**src/rtl/cmd_regfile_pkg.sv**
```systemverilog
package cmd_regfile_pkg;

  localparam int BYTE_W = 8;
  localparam int WORD_W = 16;
  localparam int WORD_BYTES = WORD_W / BYTE_W;

  localparam logic [7:0] OP_ID      = 8'h80;
  localparam logic [7:0] OP_WCFG    = 8'h81;
  localparam logic [7:0] OP_STAT    = 8'h82;
  localparam logic [7:0] OP_SRST    = 8'h83;
  localparam logic [7:0] OP_WPULL   = 8'h84;
  localparam logic [7:0] OP_WDIR    = 8'h85;
  localparam logic [7:0] OP_WSTATE  = 8'h86;
  localparam logic [7:0] OP_RDIR    = 8'h87;
  localparam logic [7:0] OP_RSTATE  = 8'h88;
  localparam logic [7:0] OP_ACT     = 8'h8B;
  localparam logic [7:0] OP_RERR    = 8'h8C;
  localparam logic [7:0] OP_ROT     = 8'h8E;
  localparam logic [7:0] OP_DBNC    = 8'h8F;
  localparam logic [7:0] OP_WKEY    = 8'h90;
  localparam logic [7:0] OP_RKEY    = 8'h91;
  localparam logic [7:0] OP_RCFG    = 8'h92;
  localparam logic [7:0] OP_WCLK    = 8'h93;
  localparam logic [7:0] OP_RCLK    = 8'h94;
  localparam logic [7:0] OP_DONE    = 8'hFF;

  localparam int ERR_BADPAR_BIT = 0;
  localparam int ERR_UNKCMD_BIT = 1;
  localparam int ST_ERR_BIT     = 3;
  localparam int ST_NOINIT_BIT  = 4;

  typedef struct packed {
    logic              wrCfg;
    logic              softRst;
    logic              pullLo;
    logic              pullHi;
    logic              dirLo;
    logic              dirHi;
    logic              stateLo;
    logic              stateHi;
    logic              wrAct;
    logic              wrDbnc;
    logic              wrKey;
    logic              wrClk;
    logic              rdStat;
    logic              errBadPar;
    logic              errUnkCmd;
    logic [BYTE_W-1:0] data;
  } strobes_t;

  function automatic logic isReadOp(input logic [7:0] op);
    case (op)
      OP_ID, OP_STAT, OP_RDIR, OP_RSTATE, OP_RERR,
      OP_ROT, OP_RKEY, OP_RCFG, OP_RCLK: isReadOp = 1'b1;
      default:                           isReadOp = 1'b0;
    endcase
  endfunction

endpackage

```
**src/rtl/cmd_regfile_ctrl.sv**
```systemverilog
module cmd_regfile_ctrl
  import cmd_regfile_pkg::*;
#(
  parameter int CNT_W = 8
) (
  input  logic             clk,
  input  logic             rstN,
  input  logic             startValid,
  input  logic             wrValid,
  input  logic [7:0]       wrData,
  input  logic             rdReq,
  output strobes_t         strb,
  output logic [7:0]       curOp,
  output logic [CNT_W-1:0] curIdx
);

  localparam logic [CNT_W-1:0] CNT_MAX = {CNT_W{1'b1}};
  localparam logic [CNT_W-1:0] CNT_ONE = CNT_W'(1);

  logic [CNT_W-1:0] byteCnt;
  logic [7:0]       opReg;
  logic             paramByte;
  logic             readByte;
  logic             finished;

  assign paramByte = !startValid && wrValid && (byteCnt != '0);
  assign readByte  = !startValid && !wrValid && rdReq;
  assign curOp     = opReg;
  assign curIdx    = byteCnt;

  always_comb begin
    strb      = '0;
    strb.data = wrData;
    finished  = 1'b0;
    if (paramByte) begin
      case (opReg)
        OP_WCFG:   begin strb.wrCfg   = 1'b1; finished = 1'b1; end
        OP_SRST:   begin strb.softRst = 1'b1; finished = 1'b1; end
        OP_WPULL: begin
          if (byteCnt == CNT_ONE) strb.pullLo = 1'b1;
          else begin strb.pullHi = 1'b1; finished = 1'b1; end
        end
        OP_WDIR: begin
          if (byteCnt == CNT_ONE) strb.dirLo = 1'b1;
          else begin strb.dirHi = 1'b1; finished = 1'b1; end
        end
        OP_WSTATE: begin
          if (byteCnt == CNT_ONE) strb.stateLo = 1'b1;
          else begin strb.stateHi = 1'b1; finished = 1'b1; end
        end
        OP_ACT:    begin strb.wrAct  = 1'b1; finished = 1'b1; end
        OP_DBNC:   begin strb.wrDbnc = 1'b1; finished = 1'b1; end
        OP_WKEY:   begin strb.wrKey  = 1'b1; finished = 1'b1; end
        OP_WCLK:   begin strb.wrClk  = 1'b1; finished = 1'b1; end
        OP_DONE:   strb.errBadPar = 1'b1;
        default:   strb.errUnkCmd = 1'b1;
      endcase
    end else if (readByte) begin
      strb.rdStat    = (opReg == OP_STAT);
      strb.errUnkCmd = !isReadOp(opReg);
    end
  end

  always_ff @(posedge clk) begin
    if (!rstN) begin
      byteCnt <= '0;
      opReg   <= OP_DONE;
    end else begin
      if (startValid) begin
        byteCnt <= '0;
      end else if ((wrValid || rdReq) && byteCnt != CNT_MAX) begin
        byteCnt <= byteCnt + CNT_ONE;
      end
      if (!startValid && wrValid && byteCnt == '0) begin
        opReg <= wrData;
      end else if (finished) begin
        opReg <= OP_DONE;
      end
    end
  end

  AST_START_CLEARS: assert property (@(posedge clk) disable iff (!rstN)
    startValid |=> (curIdx == '0));

  AST_OPCODE_LATCH: assert property (@(posedge clk) disable iff (!rstN)
    (!startValid && wrValid && curIdx == '0) |=> (curOp == $past(wrData)));

  AST_KEY_TERMINAL: assert property (@(posedge clk) disable iff (!rstN)
    (!startValid && wrValid && curIdx != '0 && curOp == OP_WKEY) |=> (curOp == OP_DONE));

  AST_ONE_WRITE_STROBE: assert property (@(posedge clk) disable iff (!rstN)
    $onehot0({strb.wrCfg, strb.softRst, strb.pullLo, strb.pullHi, strb.dirLo, strb.dirHi,
              strb.stateLo, strb.stateHi, strb.wrAct, strb.wrDbnc, strb.wrKey, strb.wrClk,
              strb.errBadPar, strb.errUnkCmd}));

endmodule

```
**src/rtl/cmd_regfile_regs.sv**
```systemverilog
module cmd_regfile_regs
  import cmd_regfile_pkg::*;
#(
  parameter int          CNT_W      = 8,
  parameter logic [15:0] ID_VALUE   = 16'h0400,
  parameter logic [7:0]  RST_CFG    = 8'h80,
  parameter logic [7:0]  RST_ACT    = 8'd125,
  parameter logic [7:0]  RST_DBNC   = 8'd3,
  parameter logic [7:0]  RST_KEY    = 8'h33,
  parameter logic [7:0]  RST_CLK    = 8'h08,
  parameter logic [7:0]  UNLOCK_VAL = 8'hAA,
  parameter int          KEY_LO_MIN = 3,
  parameter int          KEY_LO_MAX = 12,
  parameter int          KEY_HI_MIN = 3,
  parameter int          KEY_HI_MAX = 8
) (
  input  logic              clk,
  input  logic              rstN,
  input  strobes_t          strb,
  input  logic [7:0]        rdOp,
  input  logic [CNT_W-1:0]  rdIdx,
  output logic [7:0]        rdData,
  output logic              irqN,
  output logic [7:0]        cfgOut,
  output logic [7:0]        activeTime,
  output logic [7:0]        debounceTime,
  output logic [WORD_W-1:0] gpioPull,
  output logic [WORD_W-1:0] gpioDir,
  output logic [WORD_W-1:0] gpioState
);

  localparam logic [7:0] ST_NOINIT = 8'(1 << ST_NOINIT_BIT);
  localparam int         HALF_W    = BYTE_W / 2;

  logic [7:0] cfgReg, actReg, dbncReg, keyReg, clkReg, statusReg, errReg;
  logic [7:0] statusNext;
  logic [WORD_W-1:0] pullReg, dirReg, stateReg;

  logic [HALF_W-1:0] keyLo, keyHi;
  logic keyBad, clkBad, dbncBad, unlockBad, softRstOk, badPar, anyErr;
  logic [7:0] errCode;

  assign keyLo   = strb.data[HALF_W-1:0];
  assign keyHi   = strb.data[BYTE_W-1:HALF_W];
  assign keyBad  = (int'(keyLo) < KEY_LO_MIN) || (int'(keyLo) > KEY_LO_MAX) ||
                   (int'(keyHi) < KEY_HI_MIN) || (int'(keyHi) > KEY_HI_MAX);
  assign clkBad    = strb.data[1] ^ strb.data[0];
  assign dbncBad   = (strb.data == '0);
  assign unlockBad = (strb.data != UNLOCK_VAL);
  assign softRstOk = strb.softRst && !unlockBad;

  assign badPar = strb.errBadPar || (strb.wrKey && keyBad) || (strb.wrClk && clkBad) ||
                  (strb.wrDbnc && dbncBad) || (strb.softRst && unlockBad);
  assign anyErr = badPar || strb.errUnkCmd;

  always_comb begin
    errCode = '0;
    errCode[ERR_BADPAR_BIT] = badPar;
    errCode[ERR_UNKCMD_BIT] = strb.errUnkCmd;
  end

  always_comb begin
    statusNext = statusReg;
    if (softRstOk) begin
      statusNext = ST_NOINIT;
    end else if (strb.wrCfg) begin
      statusNext = '0;
    end else if (strb.rdStat && !statusReg[ST_NOINIT_BIT]) begin
      statusNext = '0;
    end
    if (anyErr) begin
      statusNext[ST_ERR_BIT] = 1'b1;
    end
  end

  always_ff @(posedge clk) begin
    if (!rstN) begin
      statusReg <= ST_NOINIT;
      errReg    <= '0;
    end else begin
      statusReg <= statusNext;
      errReg    <= errReg | errCode;
    end
  end

  always_ff @(posedge clk) begin
    if (!rstN) begin
      cfgReg  <= RST_CFG;
      actReg  <= RST_ACT;
      dbncReg <= RST_DBNC;
      keyReg  <= RST_KEY;
      clkReg  <= RST_CLK;
    end else if (softRstOk) begin
      cfgReg  <= RST_CFG;
      actReg  <= RST_ACT;
      dbncReg <= RST_DBNC;
      keyReg  <= RST_KEY;
      clkReg  <= RST_CLK;
    end else begin
      if (strb.wrCfg)  cfgReg  <= strb.data;
      if (strb.wrAct)  actReg  <= strb.data;
      if (strb.wrDbnc) dbncReg <= strb.data;
      if (strb.wrKey)  keyReg  <= strb.data;
      if (strb.wrClk)  clkReg  <= strb.data;
    end
  end

  always_ff @(posedge clk) begin
    if (!rstN) begin
      pullReg  <= '0;
      dirReg   <= '0;
      stateReg <= '0;
    end else begin
      if (strb.pullLo)  pullReg  <= WORD_W'(strb.data);
      if (strb.pullHi)  pullReg[WORD_W-1 -: BYTE_W]  <= pullReg[WORD_W-1 -: BYTE_W] | strb.data;
      if (strb.dirLo)   dirReg   <= WORD_W'(strb.data);
      if (strb.dirHi)   dirReg[WORD_W-1 -: BYTE_W]   <= dirReg[WORD_W-1 -: BYTE_W] | strb.data;
      if (strb.stateLo) stateReg <= WORD_W'(strb.data);
      if (strb.stateHi) stateReg[WORD_W-1 -: BYTE_W] <= stateReg[WORD_W-1 -: BYTE_W] | strb.data;
    end
  end

  function automatic logic [7:0] pickByte(input logic [WORD_W-1:0] w, input logic [CNT_W-1:0] k);
    pickByte = '0;
    for (int b = 0; b < WORD_BYTES; b++) begin
      if (int'(k) == b) pickByte = w[b*BYTE_W +: BYTE_W];
    end
  endfunction

  always_comb begin
    case (rdOp)
      OP_ID:     rdData = pickByte(ID_VALUE, rdIdx);
      OP_STAT:   rdData = pickByte(WORD_W'(statusReg), rdIdx);
      OP_RDIR:   rdData = pickByte(dirReg, rdIdx);
      OP_RSTATE: rdData = pickByte(stateReg, rdIdx);
      OP_RERR:   rdData = errReg;
      OP_RKEY:   rdData = keyReg;
      OP_RCFG:   rdData = {4'h0, cfgReg[3:0]};
      OP_RCLK:   rdData = {clkReg[7:2], 2'b10};
      default:   rdData = '0;
    endcase
  end

  assign irqN         = (statusReg == '0);
  assign cfgOut       = cfgReg;
  assign activeTime   = actReg;
  assign debounceTime = dbncReg;
  assign gpioPull     = pullReg;
  assign gpioDir      = dirReg;
  assign gpioState    = stateReg;

  AST_ERR_STICKY: assert property (@(posedge clk) disable iff (!rstN)
    ((errReg & $past(errReg)) == $past(errReg)));

  AST_ERR_FLAGS_STATUS: assert property (@(posedge clk) disable iff (!rstN)
    (strb.errBadPar || strb.errUnkCmd) |=> statusReg[ST_ERR_BIT]);

  AST_CLK_READ_TAG: assert property (@(posedge clk) disable iff (!rstN)
    (rdOp == OP_RCLK) |-> (rdData[1:0] == 2'b10));

  AST_NOINIT_KEPT: assert property (@(posedge clk) disable iff (!rstN)
    (strb.rdStat && statusReg[ST_NOINIT_BIT]) |=> statusReg[ST_NOINIT_BIT]);

endmodule

```
**src/rtl/cmd_regfile.sv**
```systemverilog
module cmd_regfile
  import cmd_regfile_pkg::*;
#(
  parameter int CNT_W = 8
) (
  input  logic        clk,
  input  logic        rstN,
  input  logic        startValid,
  input  logic        wrValid,
  input  logic [7:0]  wrData,
  input  logic        rdReq,
  output logic [7:0]  rdData,
  output logic        irqN,
  output logic [7:0]  cfgOut,
  output logic [7:0]  activeTime,
  output logic [7:0]  debounceTime,
  output logic [15:0] gpioPull,
  output logic [15:0] gpioDir,
  output logic [15:0] gpioState
);

  strobes_t         strb;
  logic [7:0]       curOp;
  logic [CNT_W-1:0] curIdx;

  cmd_regfile_ctrl #(.CNT_W(CNT_W)) u_ctrl (
    .clk        (clk),
    .rstN       (rstN),
    .startValid (startValid),
    .wrValid    (wrValid),
    .wrData     (wrData),
    .rdReq      (rdReq),
    .strb       (strb),
    .curOp      (curOp),
    .curIdx     (curIdx)
  );

  cmd_regfile_regs #(.CNT_W(CNT_W)) u_regs (
    .clk          (clk),
    .rstN         (rstN),
    .strb         (strb),
    .rdOp         (curOp),
    .rdIdx        (curIdx),
    .rdData       (rdData),
    .irqN         (irqN),
    .cfgOut       (cfgOut),
    .activeTime   (activeTime),
    .debounceTime (debounceTime),
    .gpioPull     (gpioPull),
    .gpioDir      (gpioDir),
    .gpioState    (gpioState)
  );

endmodule

```
**config.mk**
```make
export PLATFORM = sky130hd
export DESIGN_NAME = cmd_regfile
export DESIGN_NICKNAME = d
export VERILOG_FILES = /design/src/rtl/cmd_regfile_pkg.sv /design/src/rtl/cmd_regfile_ctrl.sv /design/src/rtl/cmd_regfile_regs.sv /design/src/rtl/cmd_regfile.sv
export SDC_FILE = /design/constraint.sdc
export NUM_CORES = 1
export LEC_CHECK = 0
export BUFFER_PORTS_ARGS = -buffer_cell sky130_fd_sc_hd__buf_2
export CORE_ASPECT_RATIO = 1.1
export CORE_UTILIZATION = 46
export CTS_BUF_LIST = sky130_fd_sc_hd__clkbuf_8
export DETAILED_ROUTE_END_ITERATION = 6
export GPL_TIMING_DRIVEN = 0
export PLACE_DENSITY = 0.73
export SYNTH_ARGS = -nofsm -noshare
export SYNTH_HDL_FRONTEND = slang
export SYNTH_SLANG_ARGS = --single-unit
```
**constraint.sdc**
```tcl
create_clock -name clk -period 3.1 [get_ports clk]
set_input_delay 0.62 -clock clk [delete_from_list [all_inputs] [get_ports clk]]
set_output_delay 0.62 -clock clk [all_outputs]
set_load 0.01 [all_outputs]
```
==> out/metrics.csv, run 1 <==
stage,metric,value,unit
outcome,outcome,"finished, final reports clean",
power_and_ir_drop,p_switching,679.7,uW
synth,synth_flop_cell,dfxtp_1,
worst_setup_path,cp_data_arrival_time,2400,ps
min_path,hold_end,u_regs.gpioPull[11]$_SDFFE_PN0P_,
synth,synth-edff-count,0,
min_path,worstHoldStart,u_regs.gpioPull[11]$_SDFFE_PN0P_,
power_and_ir_drop,leakagePower,2.532,nW
floorplanning,fp.dieW,101.8,um
floorplanning,io-pin-count,94,
floorplanning,die-area,11390,um2
final_layout,area_growth,18.06,%
routing,routedWlPerCell,18.86,um
synth,syn_nets,566,
synth,synth_seq_area_share,42.07,%
worst_setup_path,crit_fanout,6,
power_and_ir_drop,comb_power_share,8.6,%
worst_setup_path,crit_required,2480,ps
run,maxCapViolations,0,
synth,synth_area_leaders,"dfxtp_1 42%, mux2i_1 11%, nor2_1 4.8%",
synth,yosysWarnings,0,
final_layout,drive_above_1_share,25.23,%
sta,finalSetupViolCount,0,
clock_tree,max-clock-path-buffers,2,
synth,synthesis.instances,547,
routing,antenna_left,0,
worst_setup_path,rr_endpoint,u_regs.debounceTime[7]$_SDFFE_PP0P_,
clock_tree,htree_levels,3,
synth,ys_types,69,
clock_tree,insertion_delay,380,ps
worst_setup_path,crit_type,reg2out,
synth,synthesis.area,5044,um2
routing,drt_iter0_drc,325,
worst_setup_path,worst_r2r_path_depth,8,
sta,finalCriticalPeriod,3024,ps
power_and_ir_drop,clkPwrFrac,36.3,%
worst_setup_path,r2r-start,u_ctrl.curIdx[0]$_SDFFE_PP0P_,
synth,synthArstFlopShare,0,%
synth,synth-seq-cells,106,
floorplanning,rows,39,
final_layout,antenna_cells,0,
synth,yosysMostFrequentCell,dfxtp_1,
clock_tree,clkTransAtPathRegs,110,ps
sta,clock.fmax,330.7,MHz
placement,io_buffers,93,
routing,drt_wl_total,15110,um
worst_setup_path,rrSetupSlack,730,ps
worst_setup_path,cp-start-kind,flip-flop,
power_and_ir_drop,switching_share,27.05,%
synth,yosysTopAreaCell,dfxtp_1,
synth,syn_area_per_cell,9.220,um2
sta,hold_violations,0,
floorplanning,start_util,47.85,%
routing,firstDrtPassIters,5,
min_path,min_path_cells,2,
worst_setup_path,critPathCaptureType,primary output,
power_and_ir_drop,power_density,421.9,nW/um2
clock_tree,cts_tree,yes,
sta,setup_ws,76.36,ps
power_and_ir_drop,seqPwrFrac,55.1,%
grt,grt_max_degree,20,
placement,gp_congestion,0.9496,
routing,vias,4566,
grt,grt_usage,27.12,%
grt,grt_pass1_wl,23380,um
min_path,worstHoldPathType,reg2reg,
final_layout,fin_util,56.49,%
grt,antenna_found_initial,0,
sta,maxSlewViolCount,0,
routing,viasPerCell,5.700,
grt,grt_pass1_vias,4293,
routing,drc,0,
clock_tree,root_buffer,clkbuf_8,
final_layout,fin_nets,672,
synth,synth_top_area_share,42.07,%
floorplanning,coreArea,10540,um2
sta,slew_headroom,47.92,%
sta,fin_crit_sh,97.54,%
synth,synthTopCellsByCount,"106 x dfxtp_1, 64 x nor2_1, 53 x mux2i_1",
clock_tree,clkSinkCount,106,
power_and_ir_drop,p_int,1.833,mW
grt,overflow,0,
sta,clock_skew,10.43,ps
floorplanning,dieHeight,111.8,um
placement,dp_slack,117.8,ps
sta,tightest_slew,781.2,ps
clock_tree,cts_buffers,9,
placement,dp_hpwl,10830,um
power_and_ir_drop,ir_worst_vdd,0.4425,mV
## worst max-delay path by stage
stage                             startpoint                                end  slack [ps]  depth (start not counted)
6_report       u_ctrl.curIdx[2]$_SDFFE_PP0P_                          rdData[5]          80                          6
4_1_cts        u_ctrl.curIdx[0]$_SDFFE_PP0P_                          rdData[2]          20                          6
5_1_grt         u_ctrl.curOp[3]$_SDFFE_PN1P_                          rdData[4]          -2                          7
3_3_place_gp                       wrData[0]  u_regs.activeTime[3]$_SDFFE_PP1P_         130                          9
2_1_floorplan  u_ctrl.curIdx[0]$_SDFFE_PP0P_                          rdData[0]         680                          6
3_5_place_dp                       wrData[0]  u_regs.activeTime[3]$_SDFFE_PP1P_         120                          9
## final cells by class
cell class,count,area [um2]
Inverter,13,48.80
Timing Repair Buffer,97,508.0
Clock inverter,7,87.58
Fill cell,991,4586
Clock buffer,9,123.9
Buffer,34,222.7
Multi-Input combinational cell,392,2660
Tap cell,143,178.9
Sequential cell,106,2125
## worst max-delay path, cell delays in order (launching register included)
cell and delay (ps):
dfxtp_1 410, or4_4 610, nor3_1 420, and2_1 220, a222oi_1 90, o21ai_1 120
buf_2 160
## layer usage
layer	global-route usage (%)	part of all wire [%]	up-vias
met3	4.394	7.5	34
met5	0	0	-
met1	37.85	44	2183
met2	41.98	46	195
met4	9.905	3.2	0
li1	-	-	2154
## per-stage QoR
| step | hold WS (ps) | std cells | power, mW | area [um2] | setup TNS (ps) |
|---|---|---|---|---|---|
| 2_1_floorplan | 432.2 | 547 | 1.542 | 5044 | 0 |
| 3_3_place_gp | 447.6 | 783 | 1.612 | 5688 | 0 |
| 3_5_place_dp | 452.5 | 783 | 1.614 | 5688 | 0 |
| 4_1_cts | 477.0 | 800 | 2.510 | 5934 | 0 |
| 5_1_grt | 504.4 | 801 | 2.592 | 5954 | -1.549 |
| 6_report | 476.8 | 801 | 2.512 | 5954 | 0 |
## power groups by stage
stage	logic [mW]	clock network, mW	registers, mW
final	0.217	0.912	1.38
after global routing	0.229	0.978	1.38
after CTS	0.211	0.917	1.38
after detailed placement	0.200	0	1.41
after global placement	0.198	0	1.41
after floorplan	0.132	0	1.41
## sequential cells by signal, summed over array words and instances (netlist names)
register and count:
u_regs.gpioDir 16, u_regs.gpioPull 16, u_regs.gpioState 16, u_ctrl.curIdx 8, u_ctrl.curOp 8, u_regs.activeTime 8
u_regs.cfgOut 8, u_regs.debounceTime 8, u_regs.keyReg 8, u_regs.clkReg 6, u_regs.errReg 2, u_regs.statusReg 2
## placed cells by master, fill, tap and decap left out, types with 5 or more instances in the layout
master | synthesis | routed
a21oi_1 | 39 | 39
nand2b_1 | 6 | 6
clkbuf_1 | 13 | 11
dfxtp_1 | 106 | 104
nor2b_1 | 27 | 26
clkbuf_8 | 2 | 11
a22o_1 | 5 | 5
o21ai_1 | 2 | 5
nand4_1 | 6 | 6
nand2_1 | 41 | 41
inv_1 | 13 | 13
nand3_1 | 19 | 19
mux2i_1 | 53 | 53
a22oi_1 | 9 | 9
buf_4 | 7 | 10
a31oi_1 | 12 | 12
nor2_1 | 64 | 64
o211ai_1 | 5 | 5
xnor2_1 | 5 | 5
nor3_1 | 10 | 10
buf_2 | 6 | 99
o21ai_0 | 14 | 11
## logic make-up after synthesis
group / synth area share, %
muxes: 10.52
buffers and inverters: 5.508
DFF: 42.07
AOI/OAI and AO/OA: 15.03
adders and majority gates: 1.488
and+or+nand+nor: 24.34
xor gates and xnor gates: 1.042
## timing repair
action / in CTS / in global routing
cloned: 0 / 0
setup buffers: 2 / 2
pin swaps: 2 / 3
hold buffers: 0 / 0
gates resized for setup: 6 / 6
endpoints found under the setup margin: 8 / 8
No activity file was read; power rests on OpenSTA's default activity.
==> run 2, diff against run 1 <==
==> constraint.sdc (replaced) <==
create_clock -name clk -period 3.3 [get_ports clk]
set_input_delay 0.66 -clock clk [delete_from_list [all_inputs] [get_ports clk]]
set_output_delay 0.66 -clock clk [all_outputs]
set_load 0.01 [all_outputs]
==> out/metrics.csv, run 2 (synthesis gave the netlist of run 1 again) <==
stage,metric,value,unit
sta,clock_skew,11.07,ps
placement,post_dp_cell_area,5688,um2
sta,finalCriticalPeriod,3175,ps
power_and_ir_drop,ir_worst_vdd,0.4114,mV
routing,vias,4609,
worst_setup_path,crit_start,u_ctrl.curIdx[0]$_SDFFE_PP0P_,
clock_tree,htree_levels,3,
grt,grt_max_degree,20,
final_layout,drive_above_1_share,24.58,%
min_path,worstHoldPathType,reg2reg,
floorplanning,dieHeight,111.8,um
sta,hold_ws,477.1,ps
final_layout,fin_util,56.32,%
worst_setup_path,worst_r2r_path_depth,8,
worst_setup_path,cp_data_arrival_time,2510,ps
outcome,outcome,"finished, final reports clean",
routing,drt_iter0_drc,404,
grt,antenna_found_initial,0,
clock_tree,max-clock-path-buffers,2,
worst_setup_path,r2r-start,u_ctrl.curIdx[0]$_SDFFE_PP0P_,
worst_setup_path,cp-start-kind,flip-flop,
routing,antenna_left,0,
worst_setup_path,crit_required,2640,ps
placement,dp_slack,277.8,ps
clock_tree,cts_tree,yes,
worst_setup_path,rrSetupSlack,920,ps
clock_tree,hold_buffers,0,
worst_setup_path,critPathCaptureType,primary output,
grt,overflow,0,
sta,setup_ws,125.3,ps
sta,slew_headroom,50.20,%
sta,rsz0062_at_grt,false,
grt,grt_usage,27.04,%
floorplanning,io-pin-count,94,
sta,clock.fmax,315.0,MHz
clock_tree,cts_buffers,9,
routing,drt_wl_total,15020,um
floorplanning,start_util,47.85,%
clock_tree,clkTransAtPathRegs,110,ps
final_layout,area_growth,17.69,%
worst_setup_path,crit_fanout,7,
final_layout,final_cell_mix,"106 x dfxtp_1, 99 x buf_2, 64 x nor2_1",
floorplanning,coreArea,10540,um2
run,maxCapViolations,0,
sta,tightest_slew,746.9,ps
clock_tree,clkSinkCount,106,
clock_tree,insertion_delay,380,ps
power_and_ir_drop,leakagePower,2.529,nW
routing,viasPerCell,5.747,
final_layout,antenna_cells,0,
floorplanning,die-area,11390,um2
grt,grt_pass1_vias,4285,
worst_setup_path,rr_endpoint,u_regs.cfgOut[1]$_SDFFE_PP0P_,
worst_setup_path,crit_type,reg2out,
routing,firstDrtPassIters,5,
floorplanning,fp.dieW,101.8,um
final_layout,fin_area,5936,um2
sta,hold_violations,0,
placement,gp_congestion,0.9496,
floorplanning,rows,39,
routing,drc,0,
final_layout,final_common_cell,dfxtp_1,
final_layout,fin_nets,673,
clock_tree,root_buffer,clkbuf_8,
placement,dp_hpwl,10830,um
power_and_ir_drop,power_density,395.4,nW/um2
routing,routedWlPerCell,18.72,um
placement,io_buffers,93,
sta,maxSlewViolCount,0,
final_layout,fillCellCount,997,
sta,setup_tns,0,ps
sta,finalSetupViolCount,0,
sta,fin_crit_sh,96.20,%
worst_setup_path,endpoint,rdData[3],
grt,grt_pass1_wl,23320,um
run 2: worst min path at each step:
stage                                           startpoint                          endpoint  slack (ps)  cells past startpoint
final                     u_regs.gpioPull[11]$_SDFFE_PN0P_  u_regs.gpioPull[11]$_SDFFE_PN0P_         480                      2
after global routing         u_regs.clkReg[4]$_SDFFE_PP0P_     u_regs.clkReg[4]$_SDFFE_PP0P_         500                      2
after CTS                    u_regs.clkReg[4]$_SDFFE_PP0P_     u_regs.clkReg[4]$_SDFFE_PP0P_         480                      2
after detailed placement  u_regs.gpioPull[11]$_SDFFE_PN0P_  u_regs.gpioPull[11]$_SDFFE_PN0P_         450                      2
after global placement    u_regs.gpioPull[11]$_SDFFE_PN0P_  u_regs.gpioPull[11]$_SDFFE_PN0P_         450                      2
after floorplan              u_regs.clkReg[3]$_SDFFE_PP1P_     u_regs.clkReg[3]$_SDFFE_PP1P_         430                      2
run 2: metrics by stage:
stage | total power, mW | instances
after floorplan | 1.449 | 547
final | 2.347 | 802
after detailed placement | 1.516 | 783
after global routing | 2.429 | 802
after global placement | 1.514 | 783
after CTS | 2.350 | 798
run 2: worst max-delay path, cell delays in order, from the launching register on:
cell and delay [ps]:
dfxtp_1 370, inv_1 80, ha_2 250, or3b_2 550, or3_1 400, o21ai_0 300, buf_2 190
run 2: repair_timing:
| action | in CTS | in global routing |
|---|---|---|
| pin swaps | 0 | 2 |
| resized for setup | 1 | 3 |
| endpoints found under the setup margin | 2 | 8 |
| cloned | 0 | 0 |
| setup buffers | 0 | 4 |
run 2: routing by layer:
layer	vias to the layer above	GRT usage [%]	share of wire [%]
li1	2157	-	-
met1	2206	37.65	44
met2	204	41.49	46
met3	42	4.583	6.5
met4	0	10.57	3.6
met5	-	0	0
run 2: cell type report:
cell class	count	area, um2	area share [%]
Clock buffer	9	123.9	2.087
Buffer	35	226.5	3.815
Tap cell	143	178.9	3.014
Inverter	13	48.80	0.8221
Sequential cell	106	2122	35.75
Clock inverter	7	87.58	1.476
Timing Repair Buffer	97	495.5	8.347
Multi-Input combinational cell	392	2653	44.69
run 2: power breakdown:
part	switching, mW	internal, mW	total [mW]
registers	0.0122	1.29	1.30
logic	0.134	0.0640	0.198
clock network	0.484	0.365	0.850
==> run 3, diff against run 2 <==
--- a/config.mk
+++ b/config.mk
@@ -5,8 +5,10 @@
 export SDC_FILE = /design/constraint.sdc
 export NUM_CORES = 1
 export LEC_CHECK = 0
+export ABC_AREA = 1
 export BUFFER_PORTS_ARGS = -buffer_cell sky130_fd_sc_hd__buf_2
 export CORE_ASPECT_RATIO = 1.1
+export CORE_MARGIN = 8
 export CORE_UTILIZATION = 46
 export CTS_BUF_LIST = sky130_fd_sc_hd__clkbuf_8
 export DETAILED_ROUTE_END_ITERATION = 6
==> out/metrics.csv, run 3 <==
stage,metric,value,unit
min_path,hold_end,u_regs.gpioPull[5]$_SDFFE_PN0P_,
sta,fin_crit_sh,90.62,%
sta,maxSlewViolCount,0,
sta,setup_tns,0,ps
clock_tree,hold_buffers,0,
floorplanning,rows,40,
floorplanning,coreArea,10760,um2
worst_setup_path,critPathCaptureType,primary output,
worst_setup_path,rr_endpoint,u_regs.gpioPull[0]$_SDFFE_PN0P_,
synth,synthArstFlopShare,0,%
synth,synth_flop_cell,dfxtp_1,
synth,synth_top_area_share,42.41,%
clock_tree,cts_buffers,9,
sta,clock_skew,11.46,ps
sta,tightest_slew,738.0,ps
floorplanning,start_util,46.50,%
placement,gp_congestion,0.9579,
synth,syn_area_per_cell,7.210,um2
synth,yosysTopAreaCell,dfxtp_1,
sta,slew_headroom,50.80,%
run,maxCapViolations,0,
min_path,worstHoldStart,u_regs.gpioPull[5]$_SDFFE_PN0P_,
power_and_ir_drop,switching_share,27.00,%
clock_tree,htree_levels,3,
sta,clock.fmax,334.4,MHz
worst_setup_path,r2r-start,u_ctrl.curIdx[1]$_SDFFE_PP0P_,
synth,synth_area_leaders,"dfxtp_1 42%, nand2_1 13%, a21oi_1 8.6%",
clock_tree,max-clock-path-buffers,2,
power_and_ir_drop,ir_worst_vdd,0.1885,mV
outcome,outcome,"finished, final reports clean",
grt,grt_max_degree,17,
grt,grt_usage,20.56,%
final_layout,drive_above_1_share,21.28,%
worst_setup_path,cp-start-kind,flip-flop,
power_and_ir_drop,leakagePower,2.624,nW
grt,antenna_found_initial,0,
sta,rsz0062_at_grt,false,
final_layout,fin_nets,815,
worst_setup_path,cp_data_arrival_time,2330,ps
power_and_ir_drop,p_int,1.604,mW
power_and_ir_drop,power_density,378.9,nW/um2
power_and_ir_drop,p_switching,593.1,uW
placement,post_dp_cell_area,5643,um2
routing,drc,0,
routing,viasPerCell,5.299,
clock_tree,root_buffer,clkbuf_8,
final_layout,final_cell_mix,"174 x nand2_1, 106 x dfxtp_1, 98 x buf_2",
routing,vias,5013,
synth,synth-seq-cells,106,
power_and_ir_drop,clkPwrFrac,31.9,%
synth,synthesis.area,5004,um2
worst_setup_path,rrSetupSlack,1400,ps
clock_tree,ctsResizeCount,0,
synth,synth-edff-count,0,
synth,syn_nets,713,
routing,routedWlPerCell,15.98,um
power_and_ir_drop,seqPwrFrac,59.3,%
floorplanning,dieHeight,125.4,um
synth,synth_seq_area_share,42.41,%
grt,grt_pass1_vias,4652,
floorplanning,io-pin-count,94,
clock_tree,insertion_delay,370,ps
routing,drt_iter0_drc,438,
worst_setup_path,crit_fanout,8,
final_layout,fin_area,5798,um2
sta,finalCriticalPeriod,2990,ps
worst_setup_path,worst_r2r_path_depth,7,
synth,synthesis.instances,694,
final_layout,antenna_cells,0,
clock_tree,cts_setup_buffers,0,
floorplanning,die-area,14470,um2
clock_tree,clkSinkCount,106,
sta,hold_violations,0,
grt,grt_pass1_wl,23780,um
final_layout,final_common_cell,nand2_1,
synth,yosysMostFrequentCell,nand2_1,
routing,drt_wl_total,15120,um
placement,io_buffers,91,
min_path,min_path_cells,2,
synth,yosysWarnings,0,
synth,ys_types,34,
worst_setup_path,crit_type,reg2out,
grt,overflow,0,
floorplanning,fp.dieW,115.4,um
sta,hold_ws,450.8,ps
min_path,worstHoldPathType,reg2reg,
clock_tree,clkTransAtPathRegs,100,ps
power_and_ir_drop,comb_power_share,8.8,%
placement,dp_hpwl,11560,um
sta,finalSetupViolCount,0,
worst_setup_path,crit_required,2640,ps
clock_tree,cts_tree,yes,
final_layout,area_growth,15.88,%
routing,antenna_left,0,
routing,firstDrtPassIters,5,
synth,synthTopCellsByCount,"174 x nand2_1, 106 x dfxtp_1, 86 x a21oi_1",
-- run 3: cell families after synthesis --
family,count (synthesis),synth area share (%)
simple gates,305,29.16
compound gates,162,17.53
buf+inv,115,9.402
fa+ha+maj,6,1.500
flops,106,42.41
-- run 3: per-stage QoR --
step | worst slack [ps] | total power, mW | util [%] | cells
final | 309.7 | 2.197 | 53.88 | 946
after detailed placement | 732.2 | 1.521 | 52.44 | 932
after global placement | 744.9 | 1.518 | 52.44 | 932
after CTS | 298.0 | 2.204 | 53.88 | 946
after global routing | 97.43 | 2.278 | 53.88 | 946
after floorplan | 1173 | 1.457 | - | 694
-- run 3: area by class of cell --
type	instances	area [um2]
Clock inverter	5	31.28
Clock buffer	9	123.9
Inverter	95	356.6
Timing Repair Buffer	91	455.4
Fill cell	1080	4962
Multi-Input combinational cell	473	2411
Buffer	20	113.9
Tap cell	147	183.9
Sequential cell	106	2122
-- run 3: how the worst max path moves through the flow --
stage                                  start        end  slack [ps]  cells after the start
3_3_place_gp   u_ctrl.curIdx[0]$_SDFFE_PP0P_  rdData[7]         740                     11
3_5_place_dp   u_ctrl.curIdx[0]$_SDFFE_PP0P_  rdData[7]         730                     11
6_report       u_ctrl.curIdx[0]$_SDFFE_PP0P_  rdData[7]         310                     11
2_1_floorplan  u_ctrl.curIdx[0]$_SDFFE_PP0P_  rdData[0]        1170                     10
4_1_cts        u_ctrl.curIdx[0]$_SDFFE_PP0P_  rdData[7]         300                     11
5_1_grt        u_ctrl.curIdx[0]$_SDFFE_PP0P_  rdData[0]         100                     11
-- run 3: layer usage --
layer	track usage (%)	part of all wire, %
met5	0	0
met4	8.282	2.3
met3	5.152	9.1
met2	31.88	45
met1	26.45	43
-- run 3: power groups by stage --
stage	sequential, mW	combinational, mW	clock (mW)
after floorplan	1.33	0.129	0
after CTS	1.30	0.190	0.712
after global placement	1.33	0.187	0
final	1.30	0.193	0.702
after detailed placement	1.33	0.190	0
after global routing	1.30	0.212	0.762
-- run 3: critical path, cell delays in order (launching register included) --
cell and delay (ps):
dfxtp_1 340, inv_1 110, ha_1 170, nand3_2 110, nor2_4 200, nand2_1 290, inv_1 250, nand2_1 80
o21ai_0 90, nand2_1 80, nand4_1 100, buf_2 140
